## src/rtl/bank_aperture.sv

```systemverilog
module bank_aperture #(
  parameter int VMEM_KB = 16384,
  parameter int ADDR_W  = 20,
  parameter int BANK_W  = 9
) (
  input  logic              clk,
  input  logic              rst_n,
  input  logic              cfg_wr,
  input  logic [15:0]       cfg_wdata,
  input  logic              cfg_rd,
  output logic [15:0]       cfg_rdata,
  input  logic              gran_sel_32k,
  input  logic              planar_4bpp,
  input  logic              acc_valid,
  input  logic              acc_write,
  input  logic [ADDR_W-1:0] acc_addr,
  output logic              mem_en,
  output logic [23:0]       mem_offset,
  output logic              oob_read_ones,
  output logic [23:0]       plane_offset
);
  localparam int OFF_W      = $clog2(VMEM_KB) + 10;
  localparam int BANKS_64K  = VMEM_KB / 64;
  localparam int BANKS_32K  = VMEM_KB / 32;
  localparam logic [ADDR_W-1:0] WIN_END = ADDR_W'(20'hB0000);

  logic              gran_q;
  logic [BANK_W-1:0] wbank, rbank;
  logic [15:0]       rdata_q;

  logic              gran_chg;
  logic [1:0]        tgt;
  logic [BANK_W-1:0] num;
  logic [31:0]       limit;
  logic              num_ok;

  assign gran_chg = gran_sel_32k != gran_q;
  assign tgt      = (cfg_wdata[15:14] == 2'b00) ? 2'b11 : cfg_wdata[15:14];
  assign num      = cfg_wdata[BANK_W-1:0];
  assign limit    = (gran_q ? 32'(BANKS_32K) : 32'(BANKS_64K)) >> (planar_4bpp ? 2 : 0);
  assign num_ok   = 32'(num) < limit;

  always_ff @(posedge clk) begin
    if (!rst_n) begin
      gran_q  <= 1'b0;
      wbank   <= '0;
      rbank   <= '0;
      rdata_q <= '0;
    end else begin
      if (gran_chg) begin
        gran_q <= gran_sel_32k;
        wbank  <= '0;
        rbank  <= '0;
      end else if (cfg_wr && num_ok) begin
        if (tgt[0]) wbank <= num;
        if (tgt[1]) rbank <= num;
      end
      if (cfg_rd) rdata_q <= 16'(wbank);
    end
  end

  assign cfg_rdata = rdata_q;

  logic [BANK_W-1:0] sel_bank;
  logic [31:0]       base, sum;

  assign sel_bank = acc_write ? wbank : rbank;
  assign base     = gran_q ? (32'(sel_bank) << 15) : (32'(sel_bank) << 16);
  assign sum      = base + 32'(acc_addr[15:0]);

  assign mem_offset    = 24'(sum[OFF_W-1:0]);
  assign mem_en        = acc_valid && (acc_addr < WIN_END);
  assign oob_read_ones = acc_valid && !acc_write && (acc_addr >= WIN_END);
  assign plane_offset  = 24'(gran_q ? (32'(wbank) << 15) : (32'(wbank) << 16));
endmodule

```

## config.mk

```make
export PLATFORM = sky130hd
export DESIGN_NAME = bank_aperture
export DESIGN_NICKNAME = d
export VERILOG_FILES = /design/src/rtl/bank_aperture.sv
export SDC_FILE = /design/constraint.sdc
export NUM_CORES = 1
export LEC_CHECK = 0
export ABC_CLOCK_PERIOD_IN_PS = 3750
export BUFFER_PORTS_ARGS = -buffer_cell sky130_fd_sc_hd__buf_2
export CORE_MARGIN = 2
export CORE_UTILIZATION = 48
export DETAILED_ROUTE_END_ITERATION = 7
export PLACE_DENSITY = 0.93
export SETUP_SLACK_MARGIN = 0.1
export SYNTH_ARGS = -nofsm -noshare
export SYNTH_HDL_FRONTEND = slang
export SYNTH_SLANG_ARGS = --single-unit
```

## constraint.sdc

```tcl
create_clock -name clk -period 3.75 [get_ports clk]
set_clock_uncertainty 0.15 [all_clocks]
set_input_delay 0.1875 -clock clk [delete_from_list [all_inputs] [get_ports clk]]
set_output_delay 0.1875 -clock clk [all_outputs]
set_load 0.02 [all_outputs]
```

==> reports/qor.log, run 1 <==
[routing] total vias in the final route 1476
[logic_synthesis] post-synthesis cell area 1990 sq um
[worst_setup_path] Critical Path Slowest Stage Cell sky130_fd_sc_hd__dfxtp_1
[pwr] IR Drop Worst-Case VDD 199 uV
[worst_hold_path] cell count of the worst hold path 3
[logic_synthesis] Post-Syn Area per Cell 9.49 sq um
[worst_setup_path] critical path launch point type flop
[pwr] internal power 500 uW
[clock_network] clock-pin slew on the worst setup and hold paths 0.09 ns
[clock_network] maximum buffer depth of the clock tree 2
[logic_synthesis] flip-flop cell with the highest count after synthesis sky130_fd_sc_hd__dfxtp_1
[cells_and_area] post-layout instance count excluding filler cells 292
[worst_hold_path] start point of the worst min-delay path cfg_wdata[5]
[clock_network] CTS tree done
[timing] slew at the pin with the worst max-slew slack 0.890 ns
[timing] post-layout min period 2.96 ns
[die] count of standard-cell rows 23
[worst_setup_path] CP cell instances and2_1 > ha_1 > and4b_2 > a41oi_1 > nor4_2 > xor2_1 > buf_2
[grt] remaining global-route overflow 0
[timing] unrepaired setup endpoints after global routing false
[grt] number of global-route vias before repair 1361
[routing] DRC violations left 0
[die] Die Y 68.4 um
[logic_synthesis] number of synthesized flops with an enable pin 0
[worst_setup_path] critical path class flop to output pin
[die] starting density of the core 49.8%
[pwr] combinational group share of total power 19.5%
[worst_setup_path] Max stage delay on crit path 0.83 ns
[worst_setup_path] maximum net fanout on the critical path 18
[cells_and_area] most common library cell in the layout ignoring fill and taps sky130_fd_sc_hd__buf_2
[worst_setup_path] slack of the worst reg-to-reg path 1.00 ns
[routing] detailed-route vias per instance 5.05
[placement] cell count after placement 287
[worst_setup_path] category of the worst setup path capture point output pin
[die] Die Area 4680 sq um
[timing] number of failing setup endpoints in the final timing report 0
[timing] Max Fclk 338 MHz
[worst_setup_path] data required time of the critical path 3.41 ns
[grt] antenna violations before repair 0
[cells_and_area] most frequent cells in the layout sky130_fd_sc_hd__buf_2, sky130_fd_sc_hd__nand2_1, sky130_fd_sc_hd__mux2i_1
[logic_synthesis] number of warning messages in the yosys log 0
[placement] GPL Wtd Cong 0.884
[worst_setup_path] startpoint of the lowest-slack register-to-register path gran_q$_SDFFE_PN0P_
[pwr] proportion of total power due to net switching 27.2%
[worst_setup_path] Reg-to-Reg End rbank[8]$_SDFFE_PP0P_
[clock_network] number of buffers added by the clock tree synthesis step 3
[clock_network] total number of H-tree levels 1
[pwr] P per Cell Area 321 nW/um^2
[die] horizontal die dimension 68.4 um
[worst_hold_path] type of the tightest min-delay check input pin to flop
[timing] aggregate negative setup slack 0 ns
[logic_synthesis] asr flop ratio synth 0%
[grt] maximum number of pins on one net before global-route repair 28
[clock_network] clk sinks 28
[worst_setup_path] worst r2r path cells 6
[run_status] run status finished clean
[cells_and_area] layout net count 292
[die] Core Footprint 4000 sq um
[die] number of top-level pins 110
[logic_synthesis] Yosys reg bits 28
[logic_synthesis] synthesized instance count 210
[timing] post-route clock period utilization 78.8%
[cells_and_area] count of inserted antenna diode cells 0
[clock_network] latest clock arrival within the worst-skew pair 0.28 ns
[flow_run] max-cap check violation count 0
[placement] count of input and output buffers 52
[routing] DRT iter0 DRCs 61
[grt] all-layer global routing usage 17.3%
[grt] first-pass GRT wire length 6050 um
[logic_synthesis] sequential cell area fraction in the yosys report 28.1%
[worst_hold_path] sink of the worst hold path wbank[5]$_SDFFE_PP0P_
[placement] HPWL Detailed 3040 um
[timing] number of max-slew violations in the final report 0
[cells_and_area] share of final-layout standard cells stronger than drive strength 1 31.0%
[routing] number of detailed-routing iterations run before antenna repair 4
[pwr] leakage dissipation 0.00107 uW
[timing] final-layout worst hold slack 0.0315 ns
[timing] Max-slew headroom 40.7%
[routing] Final Routed Wirelength 3940 um
[timing] final number of hold-violating endpoints 0
[clock_network] cell at the root of the clock tree sky130_fd_sc_hd__clkbuf_8
[routing] Post-DRT Antenna Nets 0
[cells_and_area] relative area change from synthesis to final layout 7.54%
[pwr] Clock power frac 34.6%
[routing] WL/cell 13.5 um
[logic_synthesis] Yosys cell types 35
[worst_setup_path] Worst Path Arrival 2.62 ns
[pwr] switching power total 187 uW
[pwr] Reg power frac 45.9%
Yosys cell counts (all sizes together) (2+ instances only):
| master | n | area, sq um |
|---|---|---|
| and2 | 6 | 37.5 |
| nand2b | 2 | 12.5 |
| dfxtp | 28 | 561 |
| mux2 | 12 | 135 |
| nand2 | 32 | 120 |
| mux2i | 31 | 310 |
| xor2 | 4 | 35.0 |
| buf | 45 | 337 |
| nor3 | 2 | 15.0 |
| clkbuf | 3 | 11.3 |
| mux4 | 4 | 105 |
| nor2b | 9 | 56.3 |
| xnor2 | 3 | 26.3 |
| inv | 3 | 11.3 |
| nor2 | 3 | 11.3 |
| o211ai | 2 | 15.0 |
| ha | 5 | 62.6 |
| a21oi | 2 | 10.0 |
| a21o | 2 | 16.3 |
worst max-delay path: cells and delay by family (launching register included):
kind / cells / cell delay, ns
simple gates: 3 / 0.83
flops: 1 / 0.83
compound gates: 1 / 0.09
fa+ha+maj: 1 / 0.22
buf+inv: 1 / 0.19
xor+xnor: 1 / 0.19
cell type report:
cell class	instances	area [sq um]
fillers	374	1860
multi-input cells	152	1150
flip-flops and latches	28	561
repair buffers	55	285
well taps	50	62.6
clock buffers	3	41.3
clock inverters	1	30.0
inverters	3	11.3
power by group through the flow:
| stage | registers (uW) | logic [uW] | clock network (uW) |
|---|---|---|---|
| 3_5_place_dp | 322 | 132 | 0 |
| 5_1_grt | 317 | 146 | 256 |
| 4_1_cts | 315 | 134 | 243 |
| 2_1_floorplan | 318 | 145 | 0 |
| 3_3_place_gp | 322 | 129 | 0 |
| 6_report | 315 | 134 | 238 |
cell families (layout without fill, tap and decap cells):
logic type	after synthesis	in the layout	synth area share, %
mux	47	47	27.6
xor+xnor	7	7	3.08
compound gates	13	13	5.21
buf+inv	51	62	18.0
flops	28	28	28.1
other cells	1	22	0.188
simple gates	58	58	14.6
fa+ha+maj	5	5	3.14
sequential cells by signal, summed over array words and instances (netlist names):
signal,cells
rbank,9
cfg_rdata,9
wbank,9
gran_q,1
worst max path at each step:
stage,to,depth (start not counted),from
6_report,mem_offset[22],7,gran_q$_SDFFE_PN0P_
3_3_place_gp,mem_offset[20],9,acc_write
2_1_floorplan,mem_offset[22],9,gran_q$_SDFFE_PN0P_
5_1_grt,mem_offset[22],7,gran_q$_SDFFE_PN0P_
3_5_place_dp,rbank[8]$_SDFFE_PP0P_,6,gran_q$_SDFFE_PN0P_
4_1_cts,mem_offset[22],7,gran_q$_SDFFE_PN0P_
stage by stage:
stage	total power [uW]	instance area (sq um)	util, %	setup slack [ns]
detailed placement	454	2060	51.5	1.04
CTS	691	2140	53.6	0.782
global route	719	2140	53.6	0.611
finish	687	2140	53.6	0.794
global placement	451	2060	51.5	1.14
floorplan	463	2070	-	1.26
metal layers:
metal / global-route usage [%] / wire length, um
met5: 0 / 0
met1: 20.3 / 1630
met3: 3.45 / 281
met4: 7.75 / 81
met2: 30.3 / 1950
timing repair:
action	CTS	global route
setup buffers	0	0
gates resized for setup	0	0
setup endpoints to repair	0	0
endpoints found under the hold margin	1	0
hold buffers	1	0
Power figures use the tool's default switching activity.
==> run 2: changes to the inputs <==
- ABC_CLOCK_PERIOD_IN_PS: 3750 -> 2850
- CORE_UTILIZATION: 48 -> 45
- PLACE_DENSITY: 0.93 -> 0.88
- clock period: 3.75 -> 2.85 ns (I/O delays scaled with it)
==> run 2 against run 1 <==
  * Via count increased by 0.75%
  * Total power increased by 32%
  * Non-clock buffer count is 7 higher
  * Sequential share of layout area is 0.84 points lower
  * Clock power grew 30%
  * Core utilization down 1.9 points
==> reports/qor.log, run 2 (synthesis results as in run 1) <==
[worst_hold_path] type of the tightest min-delay check input pin to flop [unchanged]
[routing] WL/cell 12.9 um [was 13.5 um]
[worst_setup_path] slack of the worst reg-to-reg path 0.74 ns [was 1.00 ns]
[worst_setup_path] Critical Path Slowest Stage Cell sky130_fd_sc_hd__dfxtp_1 [unchanged]
[grt] first-pass GRT wire length 6180 um [was 6050 um]
[worst_setup_path] data required time of the critical path 2.56 ns [was 3.41 ns]
[grt] remaining global-route overflow 0 [unchanged]
[placement] count of input and output buffers 52 [unchanged]
[timing] post-layout min period 2.55 ns
[clock_network] number of buffers added by the clock tree synthesis step 3 [unchanged]
[clock_network] cell at the root of the clock tree sky130_fd_sc_hd__clkbuf_8 [unchanged]
[routing] number of detailed-routing iterations run before antenna repair 4 [unchanged]
[die] horizontal die dimension 70.5 um [was 68.4 um]
[worst_setup_path] sum of buffers and inverters on the critical path 1 [unchanged]
[routing] Post-DRT Antenna Nets 0 [unchanged]
[die] Die Area 4970 sq um [was 4680 sq um]
[worst_setup_path] CP cell instances mux2_2 > and2_1 > ha_1 > and4b_2 > a41oi_2 > nor3_1 > xor2_1 > buf_2 [was and2_1 > ha_1 > and4b_2 > a41oi_1 > nor4_2 > xor2_1 > buf_2]
[pwr] P per Cell Area 409 nW/um^2 [was 321 nW/um^2]
[placement] HPWL Detailed 2970 um [was 3040 um]
[worst_setup_path] Max stage delay on crit path 0.37 ns [was 0.83 ns]
[run_status] run status finished clean [unchanged]
[pwr] leakage dissipation 0.00111 uW [was 0.00107 uW]
[routing] total vias in the final route 1487 [was 1476]
[grt] number of global-route vias before repair 1336 [was 1361]
[placement] GPL Wtd Cong 0.741 [was 0.884]
[grt] maximum number of pins on one net before global-route repair 28 [unchanged]
[flow_run] max-cap check violation count 0 [unchanged]
[cells_and_area] post-layout instance count excluding filler cells 301 [was 292]
[clock_network] CTS tree done [unchanged]
[pwr] IR Drop Worst-Case VDD 210 uV [was 199 uV]
[worst_setup_path] Worst Path Arrival 2.25 ns [was 2.62 ns]
[placement] cell count after placement 291 [was 287]
[timing] aggregate negative setup slack 0 ns [unchanged]
[worst_setup_path] maximum net fanout on the critical path 5 [was 18]
[die] number of top-level pins 110 [unchanged]
[timing] final number of hold-violating endpoints 0 [unchanged]
[clock_network] clock-pin slew on the worst setup and hold paths 0.09 ns [about the same]
[grt] all-layer global routing usage 15.3% [was 17.3%]
[cells_and_area] multi-input logic area 1160 sq um [was 1150 sq um]
[worst_setup_path] category of the worst setup path capture point output pin [unchanged]
[placement] Setup WS pre-CTS 0.321 ns [was 1.04 ns]
[timing] post-route clock period utilization 89.3%
[timing] unrepaired setup endpoints after global routing false [unchanged]
[cells_and_area] share of final-layout standard cells stronger than drive strength 1 31.7% [was 31.0%]
[cells_and_area] count of inserted antenna diode cells 0 [unchanged]
[timing] least setup slack across all paths after layout 0.304 ns [was 0.794 ns]
[worst_setup_path] critical path launch point type flop [unchanged]
[timing] Max Fclk 393 MHz
[cells_and_area] most common library cell in the layout ignoring fill and taps sky130_fd_sc_hd__buf_2 [unchanged]
[cells_and_area] area taken by flip-flops and latches 562 sq um [was 561 sq um]
[grt] antenna violations before repair 0 [unchanged]
[routing] Final Routed Wirelength 3890 um [was 3940 um]
[cells_and_area] most frequent cells in the layout sky130_fd_sc_hd__buf_2, sky130_fd_sc_hd__nand2_1, sky130_fd_sc_hd__mux2i_1 [unchanged]
[clock_network] clk sinks 28 [unchanged]
[routing] DRC violations left 0 [unchanged]
[cells_and_area] final-layout fill cell count 413 [was 374]
[timing] number of failing setup endpoints in the final timing report 0 [unchanged]
[routing] detailed-route vias per instance 4.94 [was 5.05]
[die] starting density of the core 46.4% [was 49.8%]
[clock_network] latest clock arrival within the worst-skew pair 0.27 ns [was 0.28 ns]
[die] count of standard-cell rows 24 [was 23]
[die] Die Y 70.5 um [was 68.4 um]
[worst_setup_path] critical path class flop to output pin [unchanged]
[cells_and_area] layout net count 299 [was 292]
[routing] DRT iter0 DRCs 54 [was 61]
[timing] number of max-slew violations in the final report 0 [unchanged]
[clock_network] number of buffers inserted by post-CTS setup repair 0 [unchanged]
[worst_setup_path] CP delay by family, top simple AND/OR/NAND/NOR gates [was flip-flops]
[cells_and_area] relative area change from synthesis to final layout 11.4% [was 7.54%]
[clock_network] maximum buffer depth of the clock tree 2 [unchanged]
[die] Core Footprint 4290 sq um [was 4000 sq um]
[clock_network] total number of H-tree levels 1 [unchanged]
[run 2: tightest hold or removal path, delay by kind of cell]
kind,cells,cell delay (ns)
and+or+nand+nor,1,0.07
muxes,1,0.07
buffers and inverters,1,0.09
[run 2: layout make-up]
class | count | share of cell area [%]
clock buffer | 3 | 1.86
clock inverter | 1 | 1.35
inverter | 3 | 0.508
multi-input combinational | 152 | 52.2
sequential | 28 | 25.3
tap | 52 | 2.93
timing repair buffer | 62 | 15.8
[run 2: stage by stage]
step,util [%],power [uW],hold slack (ns),area (sq um)
final,51.7,908,0.00151,2220
after detailed placement,48.4,600,0.135,2080
after CTS,51.5,912,0.00318,2210
after global routing,51.7,945,0.0166,2220
after global placement,48.4,597,0.135,2080
after floorplan,-,609,0.114,2070
[run 2: repair_timing]
action / in CTS / in global routing
endpoints found under the hold margin: 8 / 0
hold buffers: 6 / 0
gates resized for setup: 0 / 2
setup endpoints to repair: 0 / 4
[run 2: worst paths after layout]
check / start / cells after the start / end
setup / recovery: wbank[0]$_SDFFE_PP0P_ / 8 / mem_offset[20]
hold / removal: cfg_wdata[3] / 3 / rbank[3]$_SDFFE_PP0P_
setup reg to reg: gran_q$_SDFFE_PN0P_ / 7 / rbank[7]$_SDFFE_PP0P_
hold reg to reg: rbank[3]$_SDFFE_PP0P_ / 2 / rbank[3]$_SDFFE_PP0P_
[run 2: report_power, final]
group / leakage (uW) / internal, uW / total (uW) / switching [uW]
registers: 0.000227 / 401 / 414 / 12.9
logic: 0.000843 / 75.4 / 184 / 108
clock network: 0.0000357 / 188 / 310 / 122
[run 2: per-layer routing]
metal | share of wire, % | GRT usage (%)
met5 | 0 | 0
met2 | 51 | 27.3
met3 | 5.8 | 2.56
met1 | 42 | 19.4
met4 | 0.75 | 3.98
==> run 3: changes to the inputs <==
- CORE_ASPECT_RATIO: not set -> 0.75
==> run 3 against run 2 <==
  * Final cell count grew 1.7%
  * Hold slack is essentially flat
  * Clock power grew 2%
  * Via count grew 1.6%
  * Global-route usage grew 1.5 points
  * Clock-buffer cell count is the same
  * Non-clock buffer count grew 2
  * Critical path depth is the same
  * First-iteration DRC count shrank 11%
  * Core utilization grew 2.4 points
  * Sequential cell count is the same
  * Critical endpoint unchanged
==> reports/qor.log, run 3 (synthesis results as in run 1) <==
[die] count of standard-cell rows 20 [was 24]
[timing] final number of hold-violating endpoints 0 [unchanged]
[clock_network] number of buffers inserted by post-CTS setup repair 0 [unchanged]
[worst_setup_path] Worst Path Arrival 2.33 ns [was 2.25 ns]
[cells_and_area] layout net count 301 [was 299]
[placement] GPL Wtd Cong 0.792 [was 0.741]
[die] Core Footprint 4150 sq um [was 4290 sq um]
[clock_network] clock-pin slew on the worst setup and hold paths 0.10 ns [was 0.09 ns]
[pwr] IR Drop Worst-Case VDD 253 uV [was 210 uV]
[routing] total vias in the final route 1511 [was 1487]
[die] Die Area 4980 sq um [was 4970 sq um]
[placement] count of input and output buffers 52 [unchanged]
[clock_network] clk sinks 28 [unchanged]
[grt] number of global-route vias before repair 1312 [was 1336]
[worst_setup_path] maximum net fanout on the critical path 5 [unchanged]
[placement] HPWL Detailed 2860 um [was 2970 um]
[flow_run] max-cap check violation count 0 [unchanged]
[cells_and_area] count of inserted antenna diode cells 0 [unchanged]
[timing] Max-slew headroom 66.0%
[cells_and_area] most common library cell in the layout ignoring fill and taps sky130_fd_sc_hd__buf_2 [unchanged]
[grt] first-pass GRT wire length 6340 um [was 6180 um]
[clock_network] maximum buffer depth of the clock tree 2 [unchanged]
[cells_and_area] multi-input logic area 1160 sq um [unchanged]
[worst_setup_path] category of the worst setup path capture point output pin [unchanged]
[grt] all-layer global routing usage 16.8% [was 15.3%]
[routing] Final Routed Wirelength 3990 um [was 3890 um]
[clock_network] number of buffers added by the clock tree synthesis step 3 [unchanged]
[timing] Max Fclk 381 MHz [was 393 MHz]
[routing] DRT iter0 DRCs 48 [was 54]
[timing] least setup slack across all paths after layout 0.224 ns [was 0.304 ns]
[routing] DRC violations left 0 [unchanged]
[timing] number of failing setup endpoints in the final timing report 0 [unchanged]
[routing] number of detailed-routing iterations run before antenna repair 4 [unchanged]
[timing] post-route clock period utilization 92.1% [was 89.3%]
[pwr] P per Cell Area 407 nW/um^2 [was 409 nW/um^2]
[die] number of top-level pins 110 [unchanged]
[routing] WL/cell 13.0 um [was 12.9 um]
[routing] Post-DRT Antenna Nets 0 [unchanged]
[grt] antenna violations before repair 0 [unchanged]
[clock_network] cell at the root of the clock tree sky130_fd_sc_hd__clkbuf_8 [unchanged]
[cells_and_area] relative area change from synthesis to final layout 12.7% [was 11.4%]
[grt] maximum number of pins on one net before global-route repair 28 [unchanged]
[worst_hold_path] type of the tightest min-delay check input pin to flop [unchanged]
[die] horizontal die dimension 80.8 um [was 70.5 um]
[worst_setup_path] critical path launch point type flop [unchanged]
[grt] remaining global-route overflow 0 [unchanged]
[placement] Setup WS pre-CTS 0.287 ns [was 0.321 ns]
[die] starting density of the core 48.0% [was 46.4%]
[pwr] leakage dissipation 0.00111 uW [about the same]
[clock_network] latest clock arrival within the worst-skew pair 0.28 ns [was 0.27 ns]
[clock_network] CTS tree done [unchanged]
[cells_and_area] summed area of non-filler cells in the final layout 2240 sq um [was 2220 sq um]
[cells_and_area] most frequent cells in the layout sky130_fd_sc_hd__buf_2, sky130_fd_sc_hd__nand2_1, sky130_fd_sc_hd__mux2i_1 [unchanged]
[timing] post-layout min period 2.63 ns [was 2.55 ns]
[run_status] run status finished clean [unchanged]
[timing] number of max-slew violations in the final report 0 [unchanged]
[die] Die Y 61.6 um [was 70.5 um]
[timing] slew at the pin with the worst max-slew slack 0.510 ns
[cells_and_area] final-layout fill cell count 384 [was 413]
[timing] aggregate negative setup slack 0 ns [unchanged]
[routing] detailed-route vias per instance 4.94 [about the same]
[clock_network] total number of H-tree levels 1 [unchanged]
[timing] unrepaired setup endpoints after global routing false [unchanged]
[worst_setup_path] data required time of the critical path 2.56 ns [about the same]
[worst_setup_path] critical path class flop to output pin [unchanged]
[cells_and_area] area taken by flip-flops and latches 564 sq um [was 562 sq um]
[placement] total placed instance area 2080 sq um [about the same]
[cells_and_area] share of final-layout standard cells stronger than drive strength 1 31.5% [was 31.7%]
==> run 3: final cells by class <==
type                    count  share of cell area, %
clock buffers               3                   1.84
clock inverters             1                   1.34
inverters                   3                  0.502
multi-input cells         152                   51.6
flip-flops and latches     28                   25.1
well taps                  55                   3.07
repair buffers             64                   16.5
==> run 3: path summary, 6_finish.rpt <==
path	slack, ns	to	startpoint	depth (start not counted)
setup / recovery	0.22	mem_offset[20]	wbank[0]$_SDFFE_PP0P_	8
hold / removal	0.001	rbank[7]$_SDFFE_PP0P_	cfg_wdata[7]	3
setup reg to reg	0.60	rbank[2]$_SDFFE_PP0P_	gran_q$_SDFFE_PN0P_	6
hold reg to reg	0.32	rbank[0]$_SDFFE_PP0P_	rbank[0]$_SDFFE_PP0P_	2
==> run 3: metal layers <==
| layer | vias up | part of all wire [%] | routed length (um) | global-route usage (%) |
|---|---|---|---|---|
| met5 | - | 0 | 0 | 0 |
| met4 | 0 | 1.7 | 67 | 6.78 |
| met3 | 5 | 7.2 | 289 | 2.93 |
| met2 | 65 | 43 | 1710 | 26.9 |
| met1 | 697 | 48 | 1930 | 22.9 |
| li1 | 744 | - | - | - |
==> run 3: report_power, final <==
| part | total [uW] | internal [uW] | switching [uW] |
|---|---|---|---|
| clock | 315 | 188 | 127 |
| sequential | 415 | 401 | 13.7 |
| combinational | 184 | 76.8 | 107 |
==> run 3: critical path, stage by stage (launching register included) <==
cell and delay [ns]:
sky130_fd_sc_hd__dfxtp_1 0.37, sky130_fd_sc_hd__mux2_2 0.31, sky130_fd_sc_hd__and2_1 0.16, sky130_fd_sc_hd__ha_1 0.23
sky130_fd_sc_hd__and4b_2 0.23, sky130_fd_sc_hd__a41oi_2 0.29, sky130_fd_sc_hd__nor3_1 0.11, sky130_fd_sc_hd__xor2_1 0.16
sky130_fd_sc_hd__buf_2 0.19
==> run 3: through the flow <==
step,total power [uW],hold WS (ns),util [%],std cells
2_1_floorplan,609,0.114,-,231
5_1_grt,952,0.0190,54.0,306
6_report,914,0.00102,54.0,306
4_1_cts,913,0.00184,53.8,306
3_5_place_dp,598,0.135,50.1,294
3_3_place_gp,594,0.135,50.1,294
==> run 3: repair_timing <==
action	4_1_cts	5_1_grt
endpoints found under the setup margin	2	4
gates resized for setup	1	2
hold buffers	8	0
cloned	0	0
pin swaps	0	0
endpoints found under the hold margin	15	0
